--- src/rtl/iau_pkg.sv ---
package iau_pkg;
    localparam int DW      = 8;
    localparam int CYC_W   = 4;
    localparam int MUL_CYC = 5;
    localparam int NOPND   = 2;   // operand registers: 0 = acc, 1 = idx

    typedef enum logic [2:0] {
        K_NOP, K_ASL, K_LSR, K_ROL, K_NEG, K_NSA, K_MUL, K_BAD
    } kind_e;

    typedef struct packed {
        kind_e kind;
        logic  on_idx;
    } dec_t;

    typedef struct packed {
        logic v;
        logic h;
        logic i;
        logic n;
        logic z;
        logic c;
    } flags_t;

    function automatic logic is_unary(kind_e k);
        return (k == K_ASL) || (k == K_LSR) || (k == K_ROL) || (k == K_NEG);
    endfunction
endpackage

--- src/rtl/iau_decode.sv ---
module iau_decode
    import iau_pkg::*;
(
    input  logic [7:0] opcode,
    output dec_t       dec
);
    always_comb begin
        dec.on_idx = 1'b0;
        unique case (opcode)
            8'h48: dec.kind = K_ASL;
            8'h58: begin dec.kind = K_ASL; dec.on_idx = 1'b1; end
            8'h44: dec.kind = K_LSR;
            8'h54: begin dec.kind = K_LSR; dec.on_idx = 1'b1; end
            8'h49: dec.kind = K_ROL;
            8'h59: begin dec.kind = K_ROL; dec.on_idx = 1'b1; end
            8'h40: dec.kind = K_NEG;
            8'h50: begin dec.kind = K_NEG; dec.on_idx = 1'b1; end
            8'h62: dec.kind = K_NSA;
            8'h42: dec.kind = K_MUL;
            8'h9D: dec.kind = K_NOP;
            default: dec.kind = K_BAD;
        endcase
    end
endmodule

--- src/rtl/iau_unary.sv ---
module iau_unary
    import iau_pkg::*;
#(
    parameter int W = 8
) (
    input  kind_e          kind,
    input  logic [W-1:0]   d,
    input  logic           cin,
    output logic [W-1:0]   r,
    output logic           cout
);
    always_comb begin
        r    = d;
        cout = cin;
        case (kind)
            K_ASL: begin r = {d[W-2:0], 1'b0}; cout = d[W-1]; end
            K_LSR: begin r = {1'b0, d[W-1:1]}; cout = d[0];   end
            K_ROL: begin r = {d[W-2:0], cin};  cout = d[W-1]; end
            K_NEG: begin r = '0 - d;           cout = |d;     end
            default: ;
        endcase
    end
endmodule

--- src/rtl/iau_exec.sv ---
module iau_exec
    import iau_pkg::*;
(
    input  dec_t              dec,
    input  logic [DW-1:0]     acc,
    input  logic [DW-1:0]     idx,
    input  flags_t            fl,
    output logic [DW-1:0]     acc_n,
    output logic [DW-1:0]     idx_n,
    output flags_t            fl_n,
    output logic [CYC_W-1:0]  cycles,
    output logic              illegal
);
    localparam logic [DW-1:0] MSB_ONLY = {1'b1, {(DW-1){1'b0}}};
    localparam int HALF = DW / 2;

    logic [DW-1:0] opnd [NOPND];
    logic [DW-1:0] ures [NOPND];
    logic          ucar [NOPND];

    assign opnd[0] = acc;
    assign opnd[1] = idx;

    for (genvar g = 0; g < NOPND; g++) begin : g_unary
        iau_unary #(.W(DW)) u_unary (
            .kind (dec.kind),
            .d    (opnd[g]),
            .cin  (fl.c),
            .r    (ures[g]),
            .cout (ucar[g])
        );
    end

    logic [2*DW-1:0] prod;
    logic [DW-1:0]   res, src;
    logic            rc;

    always_comb begin
        prod    = idx * acc;
        res     = dec.on_idx ? ures[1] : ures[0];
        src     = dec.on_idx ? idx : acc;
        rc      = dec.on_idx ? ucar[1] : ucar[0];
        acc_n   = acc;
        idx_n   = idx;
        fl_n    = fl;
        cycles  = CYC_W'(1);
        illegal = 1'b0;
        if (is_unary(dec.kind)) begin
            if (dec.on_idx) idx_n = res;
            else            acc_n = res;
            fl_n.c = rc;
            fl_n.z = (res == '0);
            fl_n.n = (dec.kind == K_LSR) ? 1'b0 : res[DW-1];
            fl_n.v = (dec.kind == K_NEG) ? (src == MSB_ONLY) : (fl_n.n ^ rc);
        end else begin
            case (dec.kind)
                K_NSA: acc_n = {acc[HALF-1:0], acc[DW-1:HALF]};
                K_MUL: begin
                    idx_n  = prod[2*DW-1:DW];
                    acc_n  = prod[DW-1:0];
                    fl_n.h = 1'b0;
                    fl_n.c = 1'b0;
                    cycles = CYC_W'(MUL_CYC);
                end
                K_BAD: begin
                    cycles  = '0;
                    illegal = 1'b1;
                end
                default: ;
            endcase
        end
    end
endmodule

--- src/rtl/inh_acc_unit.sv ---
module inh_acc_unit
    import iau_pkg::*;
(
    input  logic              clk,
    input  logic              rst,
    input  logic              op_valid,
    output logic              op_ready,
    input  logic [7:0]        opcode,
    input  logic              wb_en,
    input  logic [DW-1:0]     wb_acc,
    input  logic [DW-1:0]     wb_idx,
    input  logic [5:0]        wb_ccr,
    output logic [DW-1:0]     acc_q,
    output logic [DW-1:0]     idx_q,
    output logic [5:0]        ccr_q,
    output logic              done_q,
    output logic              illegal_q,
    output logic [CYC_W-1:0]  cycles_q
);
    dec_t             dec;
    flags_t           fl_q, fl_n;
    logic [DW-1:0]    acc_n, idx_n;
    logic [CYC_W-1:0] cyc_n;
    logic             ill_n;
    logic             accept;

    assign op_ready = !rst && !wb_en;
    assign accept   = op_valid && op_ready;
    assign ccr_q    = fl_q;

    iau_decode u_decode (.opcode(opcode), .dec(dec));

    iau_exec u_exec (
        .dec     (dec),
        .acc     (acc_q),
        .idx     (idx_q),
        .fl      (fl_q),
        .acc_n   (acc_n),
        .idx_n   (idx_n),
        .fl_n    (fl_n),
        .cycles  (cyc_n),
        .illegal (ill_n)
    );

    always_ff @(posedge clk) begin
        if (rst) begin
            acc_q     <= '0;
            idx_q     <= '0;
            fl_q      <= '0;
            done_q    <= 1'b0;
            illegal_q <= 1'b0;
            cycles_q  <= '0;
        end else begin
            done_q <= accept;
            if (wb_en) begin
                acc_q <= wb_acc;
                idx_q <= wb_idx;
                fl_q  <= flags_t'(wb_ccr);
            end else if (accept) begin
                acc_q     <= acc_n;
                idx_q     <= idx_n;
                fl_q      <= fl_n;
                illegal_q <= ill_n;
                cycles_q  <= cyc_n;
            end
        end
    end

    // done follows an accepted opcode by one cycle
    p_done_after_accept_r11: assert property (@(posedge clk) disable iff (rst)
        accept |=> done_q);
    p_no_done_idle_r11: assert property (@(posedge clk) disable iff (rst)
        !accept |=> !done_q);

    // an illegal opcode leaves the registers as they were
    p_illegal_holds_r9: assert property (@(posedge clk) disable iff (rst)
        (done_q && illegal_q) |-> (acc_q == $past(acc_q) && idx_q == $past(idx_q)
                                   && fl_q == $past(fl_q)));

    // I never moves under an opcode; H moves only under multiply
    p_ibit_kept_r10: assert property (@(posedge clk) disable iff (rst)
        done_q |-> fl_q.i == $past(fl_q.i));
    p_hbit_kept_r10: assert property (@(posedge clk) disable iff (rst)
        (done_q && $past(dec.kind) != K_MUL) |-> fl_q.h == $past(fl_q.h));

    // multiply clears H and C and reports its longer cycle count
    p_mul_flags_r7: assert property (@(posedge clk) disable iff (rst)
        (done_q && $past(dec.kind) == K_MUL)
            |-> (!fl_q.h && !fl_q.c && cycles_q == CYC_W'(MUL_CYC)));

    // logical shift right always leaves N clear
    p_lsr_n_clear_r2: assert property (@(posedge clk) disable iff (rst)
        (done_q && $past(dec.kind) == K_LSR) |-> !fl_q.n);

    // nibble swap leaves flags and index unchanged
    p_nsa_quiet_r6: assert property (@(posedge clk) disable iff (rst)
        (done_q && $past(dec.kind) == K_NSA)
            |-> (fl_q == $past(fl_q) && idx_q == $past(idx_q)));
endmodule

--- config.mk ---
export PLATFORM = sky130hd
export DESIGN_NAME = inh_acc_unit
export DESIGN_NICKNAME = d
export VERILOG_FILES = /design/src/rtl/iau_pkg.sv /design/src/rtl/iau_decode.sv /design/src/rtl/iau_unary.sv /design/src/rtl/iau_exec.sv /design/src/rtl/inh_acc_unit.sv
export SDC_FILE = /design/constraint.sdc
export NUM_CORES = 1
export LEC_CHECK = 0
export BUFFER_PORTS_ARGS = -buffer_cell sky130_fd_sc_hd__buf_2
export CORE_MARGIN = 4
export CORE_UTILIZATION = 35
export DETAILED_ROUTE_END_ITERATION = 6
export GPL_ROUTABILITY_DRIVEN = 0
export PLACE_DENSITY = 0.56
export SETUP_SLACK_MARGIN = 0.1
export SLEW_MARGIN = 20
export SYNTH_ARGS = -nofsm -noshare
export SYNTH_HDL_FRONTEND = slang
export SYNTH_SLANG_ARGS = --single-unit
--- constraint.sdc ---
create_clock -name clk -period 14.5 [get_ports clk]
set_input_delay 2.9 -clock clk [delete_from_list [all_inputs] [get_ports clk]]
set_output_delay 2.9 -clock clk [all_outputs]
set_load 0.05 [all_outputs]
==> results of run 1 <==
-- logic make-up (layout without fill, tap and decap cells) --
group                    after synthesis  count (layout)  share of synthesized area
multiplexers                          12              12                     0.0360
adder cells (fa/ha/maj)               74              74                      0.267
flip-flops                            26              26                      0.116
other                                  1               2                   0.000837
buffers and inverters                106             133                     0.0918
XOR/XNOR                              20              20                     0.0391
AND/OR/NAND/NOR                      206             206                      0.232
AO/OA/AOI/OAI                        141             141                      0.217
-- how the worst max path moves through the flow --
stage	from	to	slack, ns	cells past startpoint
3_3_place_gp	wb_en	op_ready	7.66	3
5_1_grt	wb_en	op_ready	7.51	3
4_1_cts	wb_en	op_ready	7.60	3
3_5_place_dp	wb_en	op_ready	7.60	3
6_report	wb_en	op_ready	7.56	3
2_1_floorplan	wb_en	op_ready	7.72	2
-- cell usage after synthesis (all sizes together) (7+ instances only) --
cell type	count	area share
nand2	62	0.052
inv	61	0.051
and2	44	0.061
nor2	42	0.035
clkbuf	39	0.033
ha	38	0.11
fa	36	0.16
a21oi	35	0.039
dfxtp	26	0.12
o21ai	22	0.025
nand3	13	0.015
nor3	12	0.016
xnor2	11	0.021
a211oi	10	0.017
xor2	9	0.018
a31oi	8	0.011
and3	7	0.0098
o22ai	7	0.0098
-- power by group through the flow --
stage	registers, mW	logic (mW)	clock network, mW
global route	0.0880	0.119	0.0856
floorplan	0.0945	0.0696	0
finish	0.0873	0.107	0.0832
CTS	0.0871	0.107	0.0828
global placement	0.0885	0.105	0
detailed placement	0.0887	0.106	0
-- metrics by stage --
stage | total power [mW] | util | hold WS, ns
final | 0.278 | 0.397 | 0.469
after floorplan | 0.164 | - | 0.634
after global placement | 0.194 | 0.388 | 0.444
after CTS | 0.277 | 0.397 | 0.467
after detailed placement | 0.195 | 0.388 | 0.458
after global routing | 0.293 | 0.397 | 0.485
-- critical path: cells and delay by family --
kind | cells | cell delay, ns
buf+inv | 2 | 0.67
simple gates | 1 | 0.46
-- flip-flops by register name (all words and copies together) (netlist names) --
register / flops
acc_q: 8
illegal_q: 1
done_q: 1
idx_q: 8
cycles_q: 2
ccr_q: 6
-- cell type report --
class / count / area (µm²) / area share
clock inverter: 1 / 30.0 / 0.00603
timing repair buffer: 68 / 360 / 0.0723
inverter: 61 / 229 / 0.0459
clock buffer: 3 / 75.1 / 0.0151
multi-input combinational: 455 / 3550 / 0.713
sequential: 26 / 520 / 0.104
tap: 172 / 215 / 0.0432
-- routing by layer --
metal	vias to the layer above	share of wire
li1	2078	-
met1	2163	0.44
met2	165	0.48
met3	23	0.063
met4	0	0.021
met5	-	0
==> results.md, run 1 <==
- The post-route setup TNS is 0 ns.
- Setup slack closes at 7.56 ns.
- Across the run, the number of max-cap violations was 0.
- Cell internal power was estimated by the tool at 0.169 mW.
- The reg-to-reg critical path endpoint is idx_q[7].
- The total number of vias is 4429.
- The post-placement cell count is around 800.
- The first-iteration detailed-routing DRC count is 398.
- The site row count is 41.
- The sum of overflow across all layers after global routing is 0.
- The total cell area at the placement stage is 0.00488 mm².
- Setup repair after global routing left no endpoint under its margin.
- The count of cells in the finished layout, fillers not included, comes to a little under 800.
- The peak supply drop is ~43 µV.
- In the global route stage, met1 resource usage came out at 0.270.
- In this run the number of H-tree levels came out at 1.
- The worst setup path is captured at an output port.
- After clock tree synthesis, the setup repair step added 0 buffers.
- The maximum fanout along the worst path is 37.
- From synthesis to final layout, the design area changed by 11.2%.
- The initial antenna violation count came to 0.
- Using the TritonRoute via totals, the vias-per-cell ratio works out to 5.63.
- The clock root buffer is clkbuf_16.
- The x dimension of the die is 121 µm.
- The worst setup path is launched from a primary input.
- The flow ran to the end, and the final reports show no timing, DRC or antenna violations.
- The data required time at the worst endpoint is between 10 and 15 ns.
- The number of antenna diodes in the final layout is 0.
- The worst clock skew is 0.00274 ns.
- The clock-pin slew on the worst setup and hold paths is 0.07 ns.
- The floorplan step defined a die boundary enclosing 0.0147 mm².
- The region available for standard cell placement spans 0.0126 mm².
- The launch point of the worst reg-to-reg path is acc_q[2].
- Among all flip-flop cells after synthesis, the most frequent one is dfxtp_1.
- For the pin with the worst max-slew slack, the measured transition is between 0.9 and 1 ns.
- The number of global-route vias before repair is 4475.
- The largest buffer count on any clock path is 2.
- After routing the design area is 0.00498 mm².
- The share of total power dissipated in the clock network is 0.300.
- The part of the total power dissipated in combinational logic is 0.386.
- The critical path goes through buf_2, nor2_1, buf_2.
- The proportion of synthesized flip-flops having asynchronous set or reset is 0.
- The worst hold path belongs to the class reg -> reg.
- The total count of hold-check failures in the final report is 0.
- The number of buffers created by CTS is 3.
- The proportion of synthesized chip area in sequential cells is 0.116.
- The most frequent cell on the critical path is buf_2.
- The slowest cell on the critical path is nor2_1.
- The per-cell routed wire length is 18.5 µm.
- The overall routed net length is 14.6 mm.
- The met3 demand-to-capacity share in global routing is 0.0331.
- The number of sinks handled by clock tree synthesis is 26.
- The routing usage on met2 is 0.340.
- The initial core utilization is 0.357.
- The stage delay of the slowest cell on the critical path is 0.46 ns.
- Across all register-to-register paths, the minimum setup slack is 9.24 ns.
- The beginning of the worst hold path is illegal_q.
- Setup violations remaining at the end of the flow were counted as 0.
- The clock insertion delay at the later pin of the skew report is 0.27 ns.
- The wire length of the first global-routing pass is 23.4 mm.
- The clock tree from TritonCTS is yes.
- The half-perimeter wire length after detailed placement is 10.6 mm.
- In this run the remaining antenna-violating nets after routing total 0.
- The number of cells on the worst hold path is 2.
- The share of cells above drive strength 1 is 0.143.
- In this run the vertical extent of the chip is 121 µm.
- The switching fraction of total power is 0.392.
- The highest clock frequency the design can meet is 0.144 GHz.
- The number of port buffers is 60.
- The cell area after synthesis is 0.00448 mm².
- The first detailed-routing pass ran for 5 iterations.
- Before CTS, the worst setup slack after placement is roughly 7.6 ns.
- The number of gates resized after CTS was 0.
- In the global route stage, overall resource usage came out at 0.202.
- The relative max-transition margin is 0.375.
- The sequential cell fraction of total power is 0.314.
- For hold timing, the worst endpoint is illegal_q.
- For the finished layout, the period the worst path requires is 6.94 ns.
- The total I/O pin count is 63.
- Dividing the final minimum period by the clock period gives 0.478.
- The number of register bits inferred by synthesis is 26.
- The count of pins over their slew limit is 0.
- The average cell area after synthesis is between 7 and 8 µm².
- The pin count of the biggest net entering global routing is 38.
- The fill cell instance count of the final layout is 1341.
- At the worst endpoint, the arrival time is 4.04 ns.
- The final layout contains around 720 nets.
- For this run, the number of Yosys warnings is 0.
- The number of buffers inserted for hold repair after clock tree synthesis is 0.
- The gate count after technology mapping is just under 600.
- The worst setup path is of the in -> out kind.
- The number of flops mapped to enable cells by yosys is 0.
- Leaving out fill and tap cells, the most frequent cells in the layout are 62 x nand2_1, 61 x inv_1, 60 x buf_2, 44 x and2_1, 42 x nor2_1.
- After synthesis, the netlist uses 65 different library cells.
- After detailed routing, the number of remaining DRC violations is 0.
- The most crowded layer after global routing is met2.
- The cell depth of the worst flop-to-flop path is 16.
- The library cell used most frequently in the layout, excluding fill and tap cells, is nand2_1.
- In this run the power density over the cells is approximately 56 mW/mm².
- The leakage component of the power is 2.39 nW.
- The reported net switching power is between 0.1 and 0.15 mW.
Power figures use the tool's default switching activity.
==> run 2: changes to the inputs <==
--- a/config.mk
+++ b/config.mk
@@ -5,6 +5,7 @@
 export SDC_FILE = /design/constraint.sdc
 export NUM_CORES = 1
 export LEC_CHECK = 0
+export ABC_AREA = 1
 export BUFFER_PORTS_ARGS = -buffer_cell sky130_fd_sc_hd__buf_2
 export CORE_MARGIN = 4
 export CORE_UTILIZATION = 35
==> constraint.sdc (replaced) <==
create_clock -name clk -period 6.9 [get_ports clk]
set_input_delay 1.38 -clock clk [delete_from_list [all_inputs] [get_ports clk]]
set_output_delay 1.38 -clock clk [all_outputs]
set_load 0.05 [all_outputs]
==> run 2 against run 1 <==
  * Clock power up 110%
  * Setup slack worse by 5.4 ns
  * Power up 130%
==> results.md, run 2 <==
- The run finished with clean final reports.
- Traced cell by cell, the critical path runs through nand2_1, fa_1, fa_1, inv_1, fa_1, inv_1, fa_1, inv_1, ha_1, inv_1, nor3_1, a21o_1, xor2_1, a21oi_1, nor2_1, a21oi_1, a21oi_1.
- The clock root buffer is clkbuf_16.
- The number of register bits inferred by synthesis is 26 (unchanged).
- The kind of cell with the highest combined delay along the critical path is adder cells.
- The worst path setup slack after routing came to 2.17 ns (-5.39 ns).
- The worst clock skew is 0.00322 ns (+0.000480 ns).
- The worst slack after detailed placement is 2.25 ns (-5.35 ns).
- The x dimension of the die is 124 µm (+2.4%).
- The XOR/XNOR share of the synthesized area is 0.0223 (-0.0168).
- The overall track demand over capacity in global routing is 0.200 (-0.00175).
- STA classifies the critical path startpoint as a flip-flop.
- The share of cells above drive strength 1 is 0.121 (-0.0220).
- The average via count per standard cell is 5.06 (-10%).
- The path class of the lowest-slack min-delay path is reg -> reg.
- The clock insertion delay at the later pin of the skew report is 0.27 ns (about the same).
- Yosys attributes the largest share of cell area to fa_1 15%, nand2_1 14%, inv_1 12%.
- The period utilization is 0.685.
- The number of remaining DRC errors is 0 (unchanged).
- The number of maximum-capacitance constraint violations is 0 (unchanged).
- The antenna violation net count after detailed routing came to 0 (unchanged).
- The pin count of the biggest net entering global routing is 27 (-29%).
- The power per unit of standard cell area was 121 mW/mm² (+120%).
- The number of buffers created by CTS is 3 (unchanged).
- nand2_1 is the most common cell in the netlist.
- The number of buffers inserted for hold repair after clock tree synthesis is 0 (unchanged).
- The count of pins over their slew limit is 0 (unchanged).
- TritonCTS built the clock tree.
- The proportion of synthesized chip area in sequential cells is 0.110 (-0.00579).
- The slowest cell on the critical path is dfxtp_1.
- The post-placement cell count is 955 (+22%).
- The post-route setup TNS was 0 ns (unchanged).
- The relative max-transition margin came to 0.519 (+0.143).
- The total cell area at the placement stage came to 0.00508 mm² (+4.1%).
- The number of flops mapped to enable cells by yosys is 0 (unchanged).
- The leakage component of the power is 3.01 nW (+26%).
- Setup repair after global routing left no endpoint under its margin.
- The unique cell type count in the Yosys netlist is 48 (-26%).
- The multiplexer area fraction after synthesis is 0 (-0.0360).
- After synthesis, the largest family of logic cells by area is simple AND/OR/NAND/NOR gates.
- The total number of vias is 4856 (+9.6%).
- The overall routed net length is 15.1 mm (+3.9%).
- The area fraction in compound gates after synthesis is 0.148 (-0.0692).
- The gate count after technology mapping is 745 (+27%).
- The total count of hold-check failures in the final report is 0 (unchanged).
- The number of search-and-repair iterations in the first detailed-routing pass came to 5 (unchanged).
- The data required time at the worst endpoint is 7.10 ns (-4.50 ns).
- The total I/O pin count is 63 (unchanged).
- The number of warnings reported in the yosys synthesis log came to 0 (unchanged).
- The half-perimeter wire length after detailed placement is 11.7 mm (+9.8%).
- The number of buffers inserted to repair setup after CTS came to 0 (unchanged).
- The first-iteration detailed-routing DRC count is 488 (+23%).
- The number of levels the H-tree was split into is 1 (unchanged).
- The site row count was 42 (+2.4%).
- The number of gates resized after CTS was 0 (unchanged).
- The synthesized-area fraction occupied by and/or/nand/nor cells came to 0.301 (+0.0696).
- The stage delay of the slowest cell on the critical path was 0.75 ns (+0.29 ns).
- The area share of the largest cell type after synthesis is 0.153 (-0.00802).
- The class of the most critical setup path is reg -> reg.
- The number of setup violations in the final report is 0 (unchanged).
- The synthesized design spends more area on one cell type than any other, namely fa_1.
- The peak supply drop is 129 µV (+200%).
- The critical path buffer and inverter count is 4 (+2).
- The cell area after synthesis is 0.00472 mm² (+5.2%).
- The wire length of the first global-routing pass is 24.2 mm (+3.5%).
- The die outline height was 124 µm (+2.4%).
- The net total in the final layout is 892 (+23%).
- The adder-cell area share of the yosys netlist is 0.254 (-0.0133).
- The per-cell routed wire length was 15.8 µm (-15%).
- The initial antenna violation count came to 0 (unchanged).
- The average cell area after synthesis is 6.33 µm² (-17%).
- The largest buffer count on any clock path was 2 (unchanged).
- The worst setup path is captured at a flip-flop.
- The data arrival time of the critical path is 4.93 ns (+0.89 ns).
- The final critical-path required period is between 4 and 5 ns.
- The area added between synthesis and finish is 9.92%.
- Timing would allow up to 0.212 GHz.
- The maximum fanout along the worst path is 11 (-70%).
- In the layout the commonest cells are 180 x nand2_1, 146 x inv_1, 63 x nor2_1, 60 x buf_2.
- The area of the die is 0.0154 mm² (+4.9%).
- The number of sinks handled by clock tree synthesis came to 26 (unchanged).
- The most common flop cell mapped by yosys is dfxtp_1.
- The number of antenna repair diodes came to 0 (unchanged).
- The number of port buffers was 60 (unchanged).
- The clock-pin slew on the worst setup and hold paths came to 0.07 ns (about the same).
- The actual slew at the worst max-slew pin is 0.721 ns (-0.215 ns).
- The core outline area was 0.0132 mm² (+5.4%).
- By count the netlist is led by 180 x nand2_1, 146 x inv_1, 63 x nor2_1.
- Leaving out fill and tap cells, the most frequent cell in the layout is nand2_1.
- The sum of overflow across all layers after global routing was 0 (unchanged).
- The initial core utilization came to 0.356 (-0.000397).
- The final non-filler cell total was 959 (+22%).
- The proportion of synthesized flip-flops having asynchronous set or reset is 0 (unchanged).
- The number of global-route vias before repair is 4541 (+1.5%).
- The final non-filler cell area is 0.00518 mm² (+4.0%).
-- run 2: changes by cell type in the layout (fill, tap and decap cells not counted), sizes merged, moves of 11 or more --
cell	delta
nand2	+121
and2	-44
nand3	+34
nor2	+28
o21ai	+31
nand4	+11
inv	+93
-- run 2: tightest hold or removal path, cell delays in order, from the launching register on --
cell	delay [ns]
dfxtp_1	0.31
nand2_1	0.06
a21oi_1	0.06
-- run 2: logic make-up after synthesis --
group | after synthesis
and+or+nand+nor | 324
buffers and inverters | 185
AOI/OAI and AO/OA | 123
adders and majority gates | 74
DFF | 26
xor gates and xnor gates | 12
other | 1
-- run 2: area by class of cell --
| type | instances | area, µm² |
|---|---|---|
| inverters | 155 | 587 |
| fillers | 1480 | 8060 |
| multi-input cells | 535 | 3430 |
| clock buffers | 3 | 75.1 |
| repair buffers | 63 | 323 |
| well taps | 176 | 220 |
| flip-flops and latches | 26 | 520 |
| clock inverters | 1 | 30.0 |
-- run 2: where the power goes --
part | total, mW | internal, mW | switching [mW]
clock network | 0.174 | 0.116 | 0.0585
logic | 0.261 | 0.0809 | 0.180
registers | 0.193 | 0.161 | 0.0320
total | 0.628 | 0.357 | 0.270
-- run 2: stage by stage --
| stage | total power, mW | util | hold WS, ns |
|---|---|---|---|
| 2_1_floorplan | 0.378 | - | 0.525 |
| 3_3_place_gp | 0.457 | 0.384 | 0.457 |
| 3_5_place_dp | 0.455 | 0.384 | 0.457 |
| 4_1_cts | 0.629 | 0.392 | 0.468 |
| 5_1_grt | 0.667 | 0.392 | 0.496 |
| 6_report | 0.628 | 0.392 | 0.471 |
-- run 2: path summary, 6_finish.rpt --
path	slack (ns)	depth (start not counted)	start	endpoint
setup / recovery	2.17	17	idx_q[1]	idx_q[3]
hold / removal	0.47	2	ccr_q[5]	ccr_q[5]
setup reg to reg	2.17	17	idx_q[1]	idx_q[3]
hold reg to reg	0.47	2	ccr_q[5]	ccr_q[5]
-- run 2: layer usage --
layer | vias up | part of all wire | GRT usage
met4 | 0 | 0.027 | 0.0575
li1 | 2420 | - | -
met3 | 24 | 0.078 | 0.0300
met2 | 204 | 0.43 | 0.304
met1 | 2208 | 0.47 | 0.293
met5 | - | 0 | 0
==> run 3: changes to the inputs <==
--- a/config.mk
+++ b/config.mk
@@ -5,13 +5,13 @@
 export SDC_FILE = /design/constraint.sdc
 export NUM_CORES = 1
 export LEC_CHECK = 0
-export ABC_AREA = 1
+export ABC_AREA = 0
 export BUFFER_PORTS_ARGS = -buffer_cell sky130_fd_sc_hd__buf_2
 export CORE_MARGIN = 4
 export CORE_UTILIZATION = 35
 export DETAILED_ROUTE_END_ITERATION = 6
 export GPL_ROUTABILITY_DRIVEN = 0
-export PLACE_DENSITY = 0.56
+export PLACE_DENSITY = 0.58
 export SETUP_SLACK_MARGIN = 0.1
 export SLEW_MARGIN = 20
 export SYNTH_ARGS = -nofsm -noshare
==> constraint.sdc (replaced) <==
create_clock -name clk -period 4.05 [get_ports clk]
set_input_delay 0.81 -clock clk [delete_from_list [all_inputs] [get_ports clk]]
set_output_delay 0.81 -clock clk [all_outputs]
set_load 0.05 [all_outputs]
==> run 3 against run 2 <==
  * The flow now finishes with violations (setup timing)
  * Power up 60%
  * Critical path type unchanged
  * Sequential power up 50%
  * Non-clock buffer count up 59
  * Critical path depth down 4
  * Clock skew down 0.0020 ns
  * Clock power up 30%
  * Largest power group unchanged
  * Sequential share of layout area about the same
  * Wire length up 3.5%
  * Via count down 2.0%
  * Die area down 4.7%
  * Register-to-register slack worse by 2.5 ns
  * Worst hold slack worse by 0.0039 ns
==> results.md, run 3 (synthesis gave the netlist of run 1 again) <==
- The post-route setup TNS was -1.50 ns (-1.50 ns).
- The final reports fail on setup timing.
- The total area of sequential cells is 571 µm² (+9.6%).
- The number of buffers created by CTS is 3 (unchanged).
- The met1 track demand over resource is 0.294 (+0.00113).
- The pin count of the biggest net entering global routing is 37 (+37%).
- In this run the worst setup path begins at acc_q[2].
- The met3 demand-to-capacity share in global routing is 0.0256 (-0.00433).
- In the layout the commonest cells are 60 x buf_2, 59 x nand2_1, 57 x inv_1, 56 x buf_4, 41 x nor2_1.
- The data arrival time of the critical path is 4.54 ns (-0.39 ns).
- The peak supply drop is 127 µV (-1.5%).
- The total I/O pin count was 63 (unchanged).
- The x dimension of the die is 121 µm (-2.4%).
- The net total in the final layout is 777 (-13%).
- The per-cell routed wire length came to 18.7 µm (+18%).
- The power per unit of standard cell area is 176 mW/mm² (+45%).
- The average via count per standard cell is 5.67 (+12%).
- The wire length of the first global-routing pass is 24.7 mm (+2.2%).
- The number of maximum-capacitance constraint violations is 0 (unchanged).
- The number of port buffers came to 60 (unchanged).
- The sum of overflow across all layers after global routing came to 0 (unchanged).
- The number of search-and-repair iterations in the first detailed-routing pass was 5 (unchanged).
- The die outline height is 121 µm (-2.4%).
- The final critical-path required period is 4.38 ns (-0.350 ns).
- The area of the die is 0.0147 mm² (-4.7%).
- The total number of vias is 4759 (-2.0%).
- The endpoint kind of the worst setup timing path is a flip-flop.
- The leakage component of the power is 2.71 nW (-10%).
- The critical path goes through and2_4, fa_1, fa_1, fa_1, inv_1, fa_1, inv_1, ha_2, or4_4, a31oi_4, xor2_2, a211o_1, a221oi_2.
- The actual slew at the worst max-slew pin was 0.794 ns (+0.0731 ns).
- The number of antenna repair diodes is 0 (unchanged).
- The clock root buffer is clkbuf_16.
- The worst clock skew was 0.00120 ns (-0.00203 ns).
- The largest buffer count on any clock path was 2 (unchanged).
- The launch point of the worst reg-to-reg path is acc_q[2].
- The critical path is of the reg -> reg type.
- The worst path setup slack after routing is -0.326 ns (-2.50 ns).
- The half-perimeter wire length after detailed placement came to 12.0 mm (+2.9%).
- The initial core utilization is 0.357 (+0.000397).
- The number of setup violations in the final report is 7 (+7).
- The fill cell instance count of the final layout is 1260 (-15%).
- The most numerous cell type found on the critical path is fa_1.
- The share of cells above drive strength 1 is 0.299 (+0.178).
- The path class of the lowest-slack min-delay path is reg -> reg.
- The count of pins over their slew limit is 0 (unchanged).
- The routing usage on met2 was 0.339 (+0.0346).
- In this run the most critical hold path is launched from illegal_q.
- The highest clock frequency the design can meet is 0.229 GHz (+8.0%).
- The number of remaining DRC errors is 0 (unchanged).
- The site row count is 41 (-2.4%).
- The number of levels the H-tree was split into is 1 (unchanged).
- The library cell used most frequently in the layout, excluding fill and tap cells, is buf_2.
- The clock-pin slew on the worst setup and hold paths is 0.06 ns (about the same).
- The post-placement cell count is 827 (-13%).
- TritonCTS built the clock tree.
- The final non-filler cell total is 840 (-12%).
- The data required time at the worst endpoint came to 4.22 ns (-2.88 ns).
- The relative max-transition margin is 0.466 (-0.0530).
- The number of sinks handled by clock tree synthesis is 26 (unchanged).
- The overall routed net length was 15.7 mm (+3.5%).
- The number of global-route vias before repair is 4656 (+2.5%).
- The initial antenna violation count is 0 (unchanged).
- The combined area of the multi-input logic cells is 0.00383 mm² (+12%).
- The stage delay of the slowest cell on the critical path is 0.56 ns (-0.19 ns).
- From synthesis to final layout, the design area changed by 27.4%.
- The overall track demand over capacity in global routing is 0.209 (+0.00953).
- The sort of element at the start of the critical path is a flip-flop.
- The post-layout utilization of the core was 0.454 (+0.0626).
- The slowest cell on the critical path is fa_1.
- Setup repair after global routing could not meet its margin everywhere.
- The run finished, with violations left.
- The number of buffers inserted for hold repair after clock tree synthesis is 0 (unchanged).
- The clock insertion delay at the later pin of the skew report is 0.26 ns (about the same).
- The worst-case hold slack is 0.467 ns (-0.00389 ns).
- The total count of hold-check failures in the final report is 0 (unchanged).
- The core outline area is 0.0126 mm² (-5.1%).
- The antenna violation net count after detailed routing is 0 (unchanged).
- The first-iteration detailed-routing DRC count is 503 (+3.1%).
- The maximum fanout along the worst path was 6 (-5).
- The period utilization is 1.08 (+0.396).
- met2 is the most crowded layer.
==> run 3: cell count changes in the layout (fill, tap and decap cells not counted), moves of 8 or more <==
cell | previous run | this run
nor2_1 | 63 | 41
a21oi_1 | 39 | 31
dfxtp_1 | 26 | 12
and2_1 | 0 | 40
inv_1 | 146 | 57
buf_4 | 3 | 56
nand3_1 | 43 | 13
nand2_1 | 180 | 59
dfxtp_4 | 0 | 13
o21ai_0 | 43 | 15
nand4_1 | 12 | 1
==> run 3: metrics by stage <==
| stage | total power [mW] | worst slack, ns | cell area, µm² |
|---|---|---|---|
| CTS | 0.980 | -0.345 | 5530 |
| global placement | 0.735 | -0.342 | 5340 |
| finish | 1.00 | -0.326 | 5710 |
| global route | 1.06 | -0.476 | 5710 |
| floorplan | 0.605 | -0.562 | 4690 |
| detailed placement | 0.743 | -0.454 | 5340 |
==> run 3: final timing paths <==
kind / endpoint / slack [ns] / cells past startpoint
max: idx_q[3] / -0.33 / 13
min: illegal_q / 0.47 / 2
max reg2reg: idx_q[3] / -0.33 / 13
min reg2reg: illegal_q / 0.47 / 2
==> run 3: routing by layer <==
| metal | up-vias | routed length [µm] |
|---|---|---|
| li1 | 2184 | - |
| met1 | 2291 | 6600 |
| met2 | 245 | 7310 |
| met3 | 39 | 1270 |
| met4 | 0 | 486 |
| met5 | - | 0 |
==> run 3: final cells by class <==
type / instances / share of cell area
Clock buffer: 4 / 0.0138
Sequential cell: 26 / 0.100
Inverter: 61 / 0.0401
Tap cell: 172 / 0.0377
Timing Repair Buffer: 122 / 0.138
Multi-Input combinational cell: 455 / 0.670
==> run 3: timing repair <==
action                                 4_1_cts  5_1_grt
setup buffers                                4        5
gates resized for setup                     22       34
setup endpoints to repair                    9       11
pin swaps                                   22       29
endpoints found under the hold margin        0        0
cloned                                       0        0
==> run 3: power by group <==
part / switching [mW] / internal, mW / total, mW / leakage, nW
clock: 0.0910 / 0.135 / 0.226 / 0.0382
sequential: 0.0206 / 0.268 / 0.289 / 0.223
combinational: 0.297 / 0.192 / 0.489 / 2.45
==> run 3: critical path: cells and delay by family, from the launching register on <==
kind	cells	cell delay, ns
XOR/XNOR	1	0.09
flip-flops	1	0.38
AND/OR/NAND/NOR	2	0.72
buffers and inverters	2	0.09
AO/OA/AOI/OAI	3	0.72
adder cells (fa/ha/maj)	5	2.27
